## src/rtl/modem_ctl_pkg.sv

```systemverilog
package modem_ctl_pkg;
  typedef enum logic [1:0] {
    MOD_PSK_FAST = 2'd0,
    MOD_PSK_SLOW = 2'd1,
    MOD_FSK_LOW  = 2'd2,
    MOD_FSK_INTL = 2'd3
  } mod_e;

  typedef enum logic [1:0] {
    TM_NORMAL = 2'd0,
    TM_ANALOG = 2'd1,
    TM_REMOTE = 2'd2,
    TM_LOCAL  = 2'd3
  } test_e;

  // bit positions inside register A
  localparam int A_FAMILY = 7;
  localparam int A_RATE   = 5;
  localparam int A_FSKSTD = 4;
  localparam int A_TXEN   = 1;
  localparam int A_ANS    = 0;
  // bit positions inside register B
  localparam int B_SRST   = 3;
  localparam int B_CKSEL  = 2;
endpackage

```

## src/rtl/modem_ctl_regs.sv

```systemverilog
module modem_ctl_regs #(
  parameter int AW     = 3,
  parameter int DW     = 8,
  parameter int ADDR_A = 0,
  parameter int ADDR_B = 1
) (
  input  logic          clk_i,
  input  logic          rst_ni,
  input  logic          we_i,
  input  logic [AW-1:0] addr_i,
  input  logic [DW-1:0] wdata_i,
  output logic [DW-1:0] reg_a_o,
  output logic [DW-1:0] reg_b_o,
  output logic [DW-1:0] rdata_o
);
  import modem_ctl_pkg::*;

  localparam logic [AW-1:0] SEL_A = AW'(ADDR_A);
  localparam logic [AW-1:0] SEL_B = AW'(ADDR_B);

  logic [DW-1:0] reg_a_q, reg_a_d;
  logic [DW-1:0] reg_b_q, reg_b_d;
  logic          en_a, en_b, hit_a, hit_b, srst;

  assign hit_a = we_i && (addr_i == SEL_A);
  assign hit_b = we_i && (addr_i == SEL_B);
  assign srst  = hit_b && wdata_i[B_SRST];

  assign en_a = hit_a || srst;
  assign en_b = hit_b;

  always_comb begin
    reg_a_d = reg_a_q;
    reg_b_d = reg_b_q;
    if (srst) begin
      reg_a_d = '0;
      reg_b_d = '0;
    end else begin
      if (hit_a) reg_a_d = wdata_i;
      if (hit_b) reg_b_d = wdata_i;
    end
  end

  always_ff @(posedge clk_i or negedge rst_ni) begin
    if (!rst_ni) begin
      reg_a_q <= '0;
    end else if (en_a) begin
      reg_a_q <= reg_a_d;
    end
  end

  always_ff @(posedge clk_i or negedge rst_ni) begin
    if (!rst_ni) begin
      reg_b_q <= '0;
    end else if (en_b) begin
      reg_b_q <= reg_b_d;
    end
  end

  always_comb begin
    if (addr_i == SEL_A)      rdata_o = reg_a_q;
    else if (addr_i == SEL_B) rdata_o = reg_b_q;
    else                      rdata_o = '0;
  end

  assign reg_a_o = reg_a_q;
  assign reg_b_o = reg_b_q;
endmodule

```

## src/rtl/modem_ctl_decode.sv

```systemverilog
module modem_ctl_decode #(
  parameter int DW = 8
) (
  input  logic [DW-1:0]              reg_a_i,
  input  logic [DW-1:0]              reg_b_i,
  output modem_ctl_pkg::mod_e        mod_o,
  output modem_ctl_pkg::test_e       test_o,
  output logic                       tx_en_o,
  output logic                       ans_o,
  output logic                       rx_tx_freq_o,
  output logic                       div_run_o,
  output logic                       div_slow_o
);
  import modem_ctl_pkg::*;

  always_comb begin
    if (reg_a_i[A_FAMILY]) begin
      mod_o = reg_a_i[A_FSKSTD] ? MOD_FSK_INTL : MOD_FSK_LOW;
    end else begin
      mod_o = reg_a_i[A_RATE] ? MOD_PSK_SLOW : MOD_PSK_FAST;
    end
  end

  assign test_o       = test_e'(reg_b_i[1:0]);
  assign tx_en_o      = reg_a_i[A_TXEN];
  assign ans_o        = reg_a_i[A_ANS];
  assign rx_tx_freq_o = (test_o == TM_ANALOG);
  assign div_run_o    = reg_b_i[B_CKSEL] && !reg_a_i[A_FAMILY];
  assign div_slow_o   = reg_a_i[A_RATE];
endmodule

```

## src/rtl/modem_ctl_route.sv

```systemverilog
module modem_ctl_route (
  input  modem_ctl_pkg::test_e test_i,
  input  logic                 txd_i,
  input  logic                 demod_rxd_i,
  output logic                 rxd_o,
  output logic                 mod_txd_o
);
  import modem_ctl_pkg::*;

  always_comb begin
    unique case (test_i)
      TM_REMOTE: begin
        rxd_o     = 1'b1;
        mod_txd_o = demod_rxd_i;
      end
      TM_LOCAL: begin
        rxd_o     = txd_i;
        mod_txd_o = txd_i;
      end
      default: begin
        rxd_o     = demod_rxd_i;
        mod_txd_o = txd_i;
      end
    endcase
  end
endmodule

```

## src/rtl/modem_ctl_clkdiv.sv

```systemverilog
module modem_ctl_clkdiv #(
  parameter int DIV_FAST = 576,
  parameter int DIV_SLOW = 2 * DIV_FAST,
  parameter int CW       = $clog2(DIV_SLOW / 2)
) (
  input  logic          clk_i,
  input  logic          rst_ni,
  input  logic          run_i,
  input  logic          slow_i,
  output logic          clk_out_o,
  output logic [CW-1:0] cnt_o
);
  localparam int HALF_FAST = DIV_FAST / 2;
  localparam int HALF_SLOW = DIV_SLOW / 2;
  localparam logic [CW-1:0] LAST_FAST = CW'(HALF_FAST - 1);
  localparam logic [CW-1:0] LAST_SLOW = CW'(HALF_SLOW - 1);

  logic [CW-1:0] cnt_q, cnt_d;
  logic          ph_q, ph_d;
  logic          slow_q, slow_d;
  logic [CW-1:0] last;

  assign last = slow_i ? LAST_SLOW : LAST_FAST;

  always_comb begin
    cnt_d  = cnt_q;
    ph_d   = ph_q;
    slow_d = slow_i;
    if (!run_i || (slow_q != slow_i)) begin
      cnt_d = '0;
      ph_d  = 1'b0;
    end else if (cnt_q == last) begin
      cnt_d = '0;
      ph_d  = ~ph_q;
    end else begin
      cnt_d = cnt_q + 1'b1;
    end
  end

  always_ff @(posedge clk_i or negedge rst_ni) begin
    if (!rst_ni) begin
      cnt_q  <= '0;
      ph_q   <= 1'b0;
      slow_q <= 1'b0;
    end else begin
      cnt_q  <= cnt_d;
      ph_q   <= ph_d;
      slow_q <= slow_d;
    end
  end

  assign clk_out_o = run_i ? ph_q : clk_i;
  assign cnt_o     = cnt_q;
endmodule

```

## src/rtl/modem_ctl.sv

```systemverilog
module modem_ctl #(
  parameter int AW       = 3,
  parameter int DW       = 8,
  parameter int ADDR_A   = 0,
  parameter int ADDR_B   = 1,
  parameter int DIV_FAST = 576
) (
  input  logic          clk_i,
  input  logic          rst_ni,
  input  logic          we_i,
  input  logic [AW-1:0] addr_i,
  input  logic [DW-1:0] wdata_i,
  output logic [DW-1:0] rdata_o,
  input  logic          txd_i,
  output logic          rxd_o,
  input  logic          demod_rxd_i,
  output logic          mod_txd_o,
  output logic [1:0]    mod_o,
  output logic          tx_en_o,
  output logic          ans_o,
  output logic          rx_tx_freq_o,
  output logic          clk_out_o
);
  import modem_ctl_pkg::*;

  localparam int DIV_SLOW = 2 * DIV_FAST;
  localparam int CW       = $clog2(DIV_SLOW / 2);

  logic [DW-1:0] reg_a, reg_b;
  mod_e          mod_sel;
  test_e         test_sel;
  logic          div_run, div_slow;
  logic [CW-1:0] div_cnt;

  modem_ctl_regs #(
    .AW(AW), .DW(DW), .ADDR_A(ADDR_A), .ADDR_B(ADDR_B)
  ) u_regs (
    .clk_i   (clk_i),
    .rst_ni  (rst_ni),
    .we_i    (we_i),
    .addr_i  (addr_i),
    .wdata_i (wdata_i),
    .reg_a_o (reg_a),
    .reg_b_o (reg_b),
    .rdata_o (rdata_o)
  );

  modem_ctl_decode #(.DW(DW)) u_dec (
    .reg_a_i      (reg_a),
    .reg_b_i      (reg_b),
    .mod_o        (mod_sel),
    .test_o       (test_sel),
    .tx_en_o      (tx_en_o),
    .ans_o        (ans_o),
    .rx_tx_freq_o (rx_tx_freq_o),
    .div_run_o    (div_run),
    .div_slow_o   (div_slow)
  );

  modem_ctl_route u_route (
    .test_i      (test_sel),
    .txd_i       (txd_i),
    .demod_rxd_i (demod_rxd_i),
    .rxd_o       (rxd_o),
    .mod_txd_o   (mod_txd_o)
  );

  modem_ctl_clkdiv #(
    .DIV_FAST(DIV_FAST), .DIV_SLOW(DIV_SLOW), .CW(CW)
  ) u_div (
    .clk_i     (clk_i),
    .rst_ni    (rst_ni),
    .run_i     (div_run),
    .slow_i    (div_slow),
    .clk_out_o (clk_out_o),
    .cnt_o     (div_cnt)
  );

  assign mod_o = mod_sel;
endmodule

```

## config.mk

```make
export PLATFORM = sky130hd
export DESIGN_NAME = modem_ctl
export DESIGN_NICKNAME = d
export VERILOG_FILES = /design/src/rtl/modem_ctl_pkg.sv /design/src/rtl/modem_ctl_regs.sv /design/src/rtl/modem_ctl_decode.sv /design/src/rtl/modem_ctl_route.sv /design/src/rtl/modem_ctl_clkdiv.sv /design/src/rtl/modem_ctl.sv
export SDC_FILE = /design/constraint.sdc
export NUM_CORES = 1
export LEC_CHECK = 0
export ABC_CLOCK_PERIOD_IN_PS = 5600
export BUFFER_PORTS_ARGS = -buffer_cell sky130_fd_sc_hd__buf_2
export CELL_PAD_IN_SITES_DETAIL_PLACEMENT = 0
export CELL_PAD_IN_SITES_GLOBAL_PLACEMENT = 2
export CORE_MARGIN = 5
export CORE_UTILIZATION = 35
export CTS_CLUSTER_DIAMETER = 150
export CTS_CLUSTER_SIZE = 10
export DETAILED_ROUTE_END_ITERATION = 10
export GPL_TIMING_DRIVEN = 0
export HOLD_SLACK_MARGIN = 0.08
export PLACE_DENSITY_LB_ADDON = 0.2
export SLEW_MARGIN = 10
export SYNTH_ARGS = -nofsm -noshare
export SYNTH_HDL_FRONTEND = slang
export SYNTH_SLANG_ARGS = --single-unit
```

## constraint.sdc

```tcl
create_clock -name clk_i -period 5.6 [get_ports clk_i]
set_clock_uncertainty 0.2 [all_clocks]
set_input_delay 0 -clock clk_i [delete_from_list [all_inputs] [get_ports clk_i]]
set_output_delay 0 -clock clk_i [all_outputs]
set_load 0.005 [all_outputs]
```

==> flow_summary.json, run 1 <==
{
  "rows": 23,
  "critPathMaxFanout": 2,
  "ys_ff_latch": 28,
  "internal_power_uw": 416,
  "synth.avg_cell_area_um2": 9.58,
  "layout-drive-gt1-share": 0.238,
  "cellPowerDensity_nw_per_um2": 272,
  "slew_viol_final": 0,
  "ioPinCount": 32,
  "grt_max_degree": 29,
  "finalCoreUtilization": 0.503,
  "worstSetupEndpointType": "output pin",
  "grt_setup_unrepaired": "false",
  "ys_async_sr_fraction": 1.00,
  "tns_ps": 0,
  "ant_nets": 0,
  "viasPerCell": 5.14,
  "routed.top_layer": "met3",
  "cp.required_ps": 5400,
  "cts_tree": "built",
  "grt_first_pass_wirelength_um": 6510,
  "syn_area_um2": 1480,
  "min_from": "txd_i",
  "syn_nets": 171,
  "hpwl_um": 2520,
  "p_leak_uw": 0.000878,
  "path_delay_family": "buffers and inverters",
  "dieHeight_um": 74.9,
  "avgRoutedWirePerCell_um": 14.3,
  "fin_nets": 232,
  "cpPeakStageDelay_ps": 240,
  "max-cap-violations": 0,
  "holdCritPathClass": "input port to output pin",
  "met1_length_um": 1860,
  "wl_met3_um": 195,
  "synth_warnings": 0,
  "p_sw_frac": 0.250,
  "track_usage": 0.156,
  "status": "completed",
  "slew_headroom": 0.447,
  "combPwrFrac": 0.154,
  "p_seq_frac": 0.430,
  "synth-edff-count": 0,
  "ys.flop_type": "dfrtp_1",
  "cts_resized": 0,
  "cp-start-kind": "clock port",
  "worst_slew_pin_slew_ps": 828,
  "core_area_um2": 4060,
  "ir_worst_vdd_v": 0.000129,
  "io_buffers": 31,
  "path_class": "clock port to output pin",
  "clock_latency_ps": 380,
  "drcViolationCount": 0,
  "die_area_um2": 5610,
  "wirelength_um": 3780,
  "fillers": 376,
  "rr_endpoint": "u_div.cnt_o[3]",
  "reg2reg_slack_ps": 3590,
  "antenna_cells": 0,
  "first_pass_iters": 4,
  "post_cts_buffers": 0,
  "path_buf_inv": 3,
  "grt_overflow_total": 0,
  "r2r-start": "u_regs.reg_a_o[5]",
  "vias": 1358,
  "grt_antenna_before_repair": 0,
  "syn_inst": 154,
  "setup_viol": 0,
  "cp_cell_sequence": "clkbuf_8 -> clkbuf_8 -> mux2_2 -> buf_2",
  "grt_pass1_vias": 1360,
  "min_to": "rxd_o",
  "power.share.clock": 0.416,
  "hold_depth": 3,
  "gp_congestion": 0.772,
  "path_depth": 4,
  "start_util": 0.364,
  "yosysSeqAreaShare": 0.475,
  "areaGrowthSynthToFinish_pct": 38.4,
  "drt_first_iter_violations": 75,
  "cts_hold_buf": 22,
  "die_w_um": 74.9,
  "worstPathArrival_ps": 3400,
  "cp_slowest_cell": "mux2_2",
  "cp_common_cell": "clkbuf_8",
  "switching_power_uw": 138,
  "ys_types": 40,
  "finalHoldViolations": 0,
  "wl_met2_um": 1720,
  "worst-r2r-cell-count": 3
}
## cells by family (layout without fill, tap and decap cells)
kind of cell	Yosys count	count (layout)	share of synthesized area
compound gates	29	29	0.138
flops	28	28	0.475
simple gates	71	71	0.240
fa+ha+maj	1	1	0.00848
mux	12	12	0.0840
xor+xnor	4	4	0.0238
buf+inv	9	69	0.0305
## power groups by stage
stage	clock network [uW]	logic, uW	registers (uW)
4_1_cts	238	87.3	238
3_3_place_gp	13.6	75.4	241
5_1_grt	246	97.4	241
6_report	231	85.7	238
3_5_place_dp	13.6	77.2	242
2_1_floorplan	7.94	46.7	238
## worst reg2reg max path: stages, from the launching register on
cell	delay, ps
dfrtp_1	480
or4b_4	610
a211oi_2	470
nor3_1	120
## registers in the layout (all words and copies together), names as in the netlist
register        count
u_div.cnt_o        10
u_regs.reg_a_o      8
u_regs.reg_b_o      8
u_div.ph_q          1
u_div.slow_q        1
## Yosys cell counts, types with 3 or more instances
master     n  area share
nand4_1    3       0.013
nand3_1    4       0.014
nand2_1   33       0.084
nor2b_1    3       0.013
mux2_2     3       0.023
clkbuf_1   4       0.010
mux2i_1    9       0.061
o21ai_0    8       0.027
a211oi_1   3       0.015
xnor2_1    3       0.018
nor2_1    11       0.028
a21oi_1    8       0.027
dfrtp_1   28        0.47
## metrics by stage
| stage | instances | instance area (um2) | total power [uW] | worst slack, ps | hold WS (ps) |
|---|---|---|---|---|---|
| 4_1_cts | 264 | 2040 | 563 | 1990 | 104 |
| 6_report | 264 | 2040 | 555 | 2000 | 100 |
| 3_5_place_dp | 235 | 1700 | 333 | 2250 | -139 |
| 3_3_place_gp | 235 | 1690 | 330 | 2250 | -134 |
| 5_1_grt | 264 | 2040 | 585 | 1990 | 135 |
| 2_1_floorplan | 154 | 1480 | 292 | 2350 | -496 |
## cells in the final DEF, fill, tap and decap left out, drive strengths merged, types with 3 or more instances in the layout
| master | instances |
|---|---|
| buf | 34 |
| a21oi | 8 |
| clkbuf | 10 |
| mux2 | 3 |
| nor2 | 11 |
| nand2 | 33 |
| nand4 | 3 |
| dlygate4sd3 | 21 |
| a211oi | 4 |
| xnor2 | 3 |
| nor2b | 3 |
| dfrtp | 28 |
| o21ai | 8 |
| nand3 | 4 |
| mux2i | 9 |
## layer usage
metal,track usage,vias to the layer above
met5,0,-
met2,0.240,30
met1,0.206,660
met3,0.0534,0
li1,-,668
met4,0.0514,0
## how the worst max path moves through the flow
stage,startpoint,to,slack [ps]
5_1_grt,clk_i,clk_out_o,1990
3_5_place_dp,clk_i,clk_out_o,2250
2_1_floorplan,clk_i,clk_out_o,2350
3_3_place_gp,clk_i,clk_out_o,2250
4_1_cts,clk_i,clk_out_o,1990
6_report,clk_i,clk_out_o,2000
## final cells by class
type                       instances  area [um2]  area share
buffer                             6        33.8      0.0165
clock buffer                       7        87.6      0.0429
clock inverter                     1        30.0      0.0147
inverter                           3        11.3     0.00551
multi-input combinational        117         736       0.360
sequential                        28         701       0.343
tap                               50        62.6      0.0306
timing repair buffer              52         380       0.186
No activity file was read; power rests on OpenSTA's default activity.
==> inputs of run 2 (changes only) <==
- ABC_CLOCK_PERIOD_IN_PS: 5600 -> 3600
- CORE_UTILIZATION: 35 -> 32
- clock period: 5.6 -> 3.6 ns (I/O delays scaled with it)
==> run 2 against run 1 <==
Compared with the run above:
- largest power group unchanged
- clock power up 33%
- via count is essentially flat
- power grew 47%
- setup slack got worse by 1000 ps
- first-iteration DRC count is the same
==> flow_summary.json, run 2 (same netlist as run 1, synthesis figures left out) <==
{
  "status": "completed",
  "grt_first_pass_wirelength_um": 6870,
  "critPathMaxFanout": 2,
  "grt_overflow_total": 0,
  "setup_viol": 0,
  "rows": 24,
  "critical_path.startpoint": "clk_i",
  "gp_congestion": 0.655,
  "post_cts_buffers": 0,
  "worstSetupEndpointType": "output pin",
  "path_class": "clock port to output pin",
  "r2r-start": "u_regs.reg_a_o[5]",
  "rr_endpoint": "u_div.cnt_o[3]",
  "fin_nets": 233,
  "tns_ps": 0,
  "finalCoreUtilization": 0.462,
  "cp-start-kind": "clock port",
  "p_seq_frac": 0.453,
  "ant_nets": 0,
  "die_area_um2": 6070,
  "hpwl_um": 2560,
  "p_sw_frac": 0.265,
  "grt_max_degree": 29,
  "die_w_um": 77.9,
  "power.share.clock": 0.378,
  "max-cap-violations": 0,
  "cellPowerDensity_nw_per_um2": 400,
  "vias": 1359,
  "grt_antenna_before_repair": 0,
  "pre_cts_ws_ps": 1250,
  "power.total_uw": 815,
  "placedCellCount": 237,
  "io_buffers": 31,
  "worst-r2r-cell-count": 3,
  "final_cells": 267,
  "switching_power_uw": 216,
  "min_from": "txd_i",
  "internal_power_uw": 599,
  "grt_pass1_vias": 1458,
  "reg2reg_slack_ps": 1610,
  "combPwrFrac": 0.169,
  "setup_ws_ps": 987,
  "hold_depth": 3,
  "drt_first_iter_violations": 75,
  "ioPinCount": 32,
  "drcViolationCount": 0,
  "mostFrequentLayoutCell": "nand2_1",
  "holdCritPathClass": "input port to output pin",
  "min_to": "rxd_o",
  "track_usage": 0.142,
  "avgRoutedWirePerCell_um": 14.6,
  "slew_headroom": 0.449,
  "slew_viol_final": 0,
  "core_area_um2": 4410,
  "antenna_cells": 0,
  "finalHoldViolations": 0,
  "fillers": 438,
  "grt_setup_unrepaired": "false",
  "areaGrowthSynthToFinish_pct": 38.2,
  "wirelength_um": 3890,
  "dieHeight_um": 77.9,
  "viasPerCell": 5.09,
  "ir_worst_vdd_v": 0.000172,
  "p_leak_uw": 0.000877,
  "worst_slew_pin_slew_ps": 824,
  "cts_tree": "built",
  "final_cell_mix": "nand2_1, buf_2, dfrtp_1",
  "start_util": 0.334,
  "first_pass_iters": 4,
  "clock_latency_ps": 380,
  "largest_reg_flops": 10,
  "worstPathArrival_ps": 2410,
  "layout-drive-gt1-share": 0.237,
  "cp.required_ps": 3400
}
[run 2: cell count changes in the layout (fill, tap and decap cells not counted)]
cell	delta
clkbuf_8	+1
dlygate4sd3_1	+1
bufinv_16	-1
[run 2: how the worst max path moves through the flow]
stage / endpoint / slack [ps] / cells after the start
3_3_place_gp: clk_out_o / 1250 / 2
4_1_cts: clk_out_o / 980 / 4
6_report: clk_out_o / 990 / 4
2_1_floorplan: clk_out_o / 1350 / 1
3_5_place_dp: clk_out_o / 1250 / 2
5_1_grt: clk_out_o / 980 / 4
[run 2: through the flow]
step | hold slack, ps | cell area, um2
floorplan | -496 | 1480
global placement | -134 | 1700
detailed placement | -140 | 1700
CTS | 92.6 | 2040
global route | 119 | 2040
finish | 91.2 | 2040
[run 2: final cells by class]
cell class                 count  area (um2)  area share
buffer                         6        33.8      0.0166
clock buffer                   8         101      0.0497
inverter                       3        11.3     0.00552
multi-input combinational    117         736       0.361
sequential                    28         701       0.344
tap                           52        65.1      0.0319
timing repair buffer          53         390       0.192
[run 2: worst max-delay path, cell delays in order]
cell	delay (ps)
clkbuf_8	110
clkbuf_8	120
mux2_2	260
buf_2	130
[run 2: repair_timing]
action,in CTS,in global routing
hold endpoints to repair,44,0
gates resized for setup,0,0
hold buffers,23,0
[run 2: per-layer routing]
layer	routed length (um)	part of all wire	vias up	global-route usage
met5	0	0	-	0
met4	39	0.010	0	0.0490
met3	218	0.056	5	0.0532
met2	1810	0.47	25	0.229
met1	1820	0.47	654	0.174
li1	-	-	675	-
[run 2: power by group through the flow]
stage / clock (uW) / combinational, uW / sequential [uW]
2_1_floorplan: 12.4 / 72.6 / 370
3_3_place_gp: 21.1 / 117 / 375
3_5_place_dp: 21.1 / 121 / 376
4_1_cts: 320 / 139 / 370
5_1_grt: 332 / 158 / 375
6_report: 308 / 138 / 370
==> inputs of run 3 (changes only) <==
- ABC_AREA: unset -> 1
- ABC_CLOCK_PERIOD_IN_PS: 3600 -> 2200
- CORE_UTILIZATION: 32 -> 27
- clock period: 3.6 -> 2.2 ns (I/O delays scaled with it)
==> run 3 against run 2 <==
Compared with the run above:
- cell count is 19% higher
- routed wire length fell by 2.5%
- combinational power up 89%
- largest cell class is now sequential cells
- synthesized cell count increased by 16%
- flip-flop and latch count stayed put
- power increased by 77%
- count of clock-buffer cells in the layout down 1
- cell area increased by 3.4%
- sequential share of layout area is 1.1 points lower
- sequential power is 65% higher
==> flow_summary.json, run 3 <==
{
  "status": "completed",
  "p_leak_uw": 0.00104,
  "cts_resized": 0,
  "path_class": "input port to register",
  "clkTransAtPathRegs_ps": 100,
  "power.share.clock": 0.397,
  "syn_area_um2": 1440,
  "ys_top_cells_by_area": "dfrtp_1, nand2_1, o21ai_0",
  "mostFrequentLayoutCell": "nand2_1",
  "synth_adder_area_share": 0.00868,
  "cellPowerDensity_nw_per_um2": 685,
  "largest_reg_flops": 10,
  "min_period_over_period": 0.946,
  "synth_warnings": 0,
  "ioPinCount": 32,
  "synth_top_area_frac": 0.486,
  "worstPathArrival_ps": 2150,
  "max-cap-violations": 0,
  "grt_pass1_vias": 1520,
  "yosysMostFrequentCell": "nand2_1",
  "synth_compound_area_frac": 0.0964,
  "avgRoutedWirePerCell_um": 12.0,
  "ys_async_sr_fraction": 1.00,
  "worst-r2r-cell-count": 6,
  "rows": 26,
  "rr_endpoint": "u_div.cnt_o[5]",
  "die_w_um": 83.1,
  "yosysSeqAreaShare": 0.486,
  "grt_max_degree": 29,
  "post_cts_buffers": 0,
  "setup_viol": 0,
  "switching_power_uw": 375,
  "slew_viol_final": 0,
  "wirelength_um": 3790,
  "layout-drive-gt1-share": 0.211,
  "vias": 1375,
  "fmax_mhz": 480,
  "tns_ps": 0,
  "min_from": "txd_i",
  "synth.avg_cell_area_um2": 8.05,
  "gp_congestion": 0.801,
  "ys_ff_latch": 28,
  "viasPerCell": 4.34,
  "grt_first_pass_wirelength_um": 6870,
  "min_to": "rxd_o",
  "track_usage": 0.120,
  "synth.area.mux_share": 0,
  "dieHeight_um": 83.1,
  "slew_headroom": 0.788,
  "grt_setup_unrepaired": "false",
  "internal_power_uw": 1070,
  "cp_common_cell": "dlygate4sd3_1",
  "yosys.area.top_type": "dfrtp_1",
  "pre_cts_ws_ps": 508,
  "critPathMaxFanout": 6,
  "synth-edff-count": 0,
  "hold_depth": 4,
  "hold_slack_ps": 125,
  "syn_nets": 196,
  "grt_overflow_total": 0,
  "clock_latency_ps": 380,
  "start_util": 0.280,
  "ys.flop_type": "dfrtp_1",
  "combPwrFrac": 0.181,
  "antenna_cells": 0,
  "worst_slew_pin_slew_ps": 316,
  "finalHoldViolations": 0,
  "cts_hold_buf": 30,
  "cp.required_ps": 2270,
  "fillers": 551,
  "seq_area_um2": 701,
  "core_area_um2": 5140,
  "die_area_um2": 6900,
  "fin_nets": 265,
  "p_sw_frac": 0.260,
  "drcViolationCount": 0,
  "post-route-min-period_ps": 2080,
  "synth_xor_area_frac": 0.0304,
  "p_seq_frac": 0.422,
  "syn_inst": 179,
  "synth_top_family_by_area": "simple AND/OR/NAND/NOR gates",
  "ant_nets": 0,
  "cp_slowest_cell": "dlygate4sd3_1",
  "ir_worst_vdd_v": 0.000251,
  "setup_ws_ps": 118,
  "drt_first_iter_violations": 63,
  "multi_input_area_um2": 613,
  "r2r-start": "u_div.cnt_o[0]",
  "cp_cell_sequence": "dlygate4sd3_1 -> buf_2 -> nand2_4 -> dlygate4sd3_1 -> nand2_2 -> inv_2 -> nand2_1 -> nand2_1 -> dlygate4sd3_1",
  "cts_tree": "built",
  "io_buffers": 31,
  "cp-start-kind": "input port",
  "synthTopCellsByCount": "nand2_1, dfrtp_1, inv_1, o21ai_0, nand3_1",
  "final_cell_mix": "nand2_1, buf_2, dlygate4sd3_1",
  "first_pass_iters": 4,
  "areaGrowthSynthToFinish_pct": 46.2,
  "ys_types": 20,
  "grt_antenna_before_repair": 0,
  "holdCritPathClass": "input port to output pin",
  "worstSetupEndpointType": "register",
  "reg2reg_slack_ps": 490,
  "hpwl_um": 2670,
  "cpPeakStageDelay_ps": 570,
  "yosys.area_share.simple": 0.290
}
[run 3: worst max-delay path, delay by kind of cell]
family | cells | cell delay (ps)
buffers and inverters | 5 | 1870
AND/OR/NAND/NOR | 4 | 280
[run 3: logic make-up after synthesis]
group	count (synthesis)
fa+ha+maj	1
buf+inv	32
simple gates	86
compound gates	27
xor+xnor	5
flops	28
[run 3: worst max-delay path by stage]
stage,start,to,slack (ps)
detailed placement,u_div.cnt_o[0],u_div.cnt_o[5],510
CTS,wdata_i[3],u_regs.reg_a_o[6],140
floorplan,u_div.cnt_o[0],u_div.cnt_o[5],760
global route,wdata_i[3],u_regs.reg_a_o[2],50
finish,wdata_i[3],u_regs.reg_a_o[2],120
global placement,u_div.cnt_o[0],u_div.cnt_o[5],500
[run 3: power by group through the flow]
| stage | logic, uW | registers (uW) | clock network, uW |
|---|---|---|---|
| floorplan | 126 | 612 | 15.5 |
| global placement | 220 | 617 | 28.5 |
| detailed placement | 221 | 620 | 28.5 |
| CTS | 266 | 610 | 598 |
| global route | 300 | 617 | 628 |
| finish | 261 | 610 | 572 |
[run 3: routing by layer]
layer | vias to the layer above | GRT usage | part of all wire
li1 | 702 | - | -
met1 | 640 | 0.138 | 0.45
met2 | 30 | 0.206 | 0.50
met3 | 3 | 0.0347 | 0.042
met4 | 0 | 0.0535 | 0.0079
met5 | - | 0 | 0
[run 3: cell type report]
type | count | share of cell area
Sequential cell | 28 | 0.333
Multi-Input combinational cell | 119 | 0.291
Timing Repair Buffer | 60 | 0.219
Inverter | 30 | 0.0534
Clock buffer | 7 | 0.0416
Tap cell | 70 | 0.0416
Clock inverter | 1 | 0.0143
Buffer | 2 | 0.00713
[run 3: through the flow]
stage | instance area (um2) | util | std cells | total power (uW)
floorplan | 1440 | - | 179 | 753
global placement | 1680 | 0.328 | 280 | 865
detailed placement | 1680 | 0.328 | 280 | 869
CTS | 2110 | 0.410 | 317 | 1470
global route | 2110 | 0.410 | 317 | 1550
finish | 2110 | 0.410 | 317 | 1440
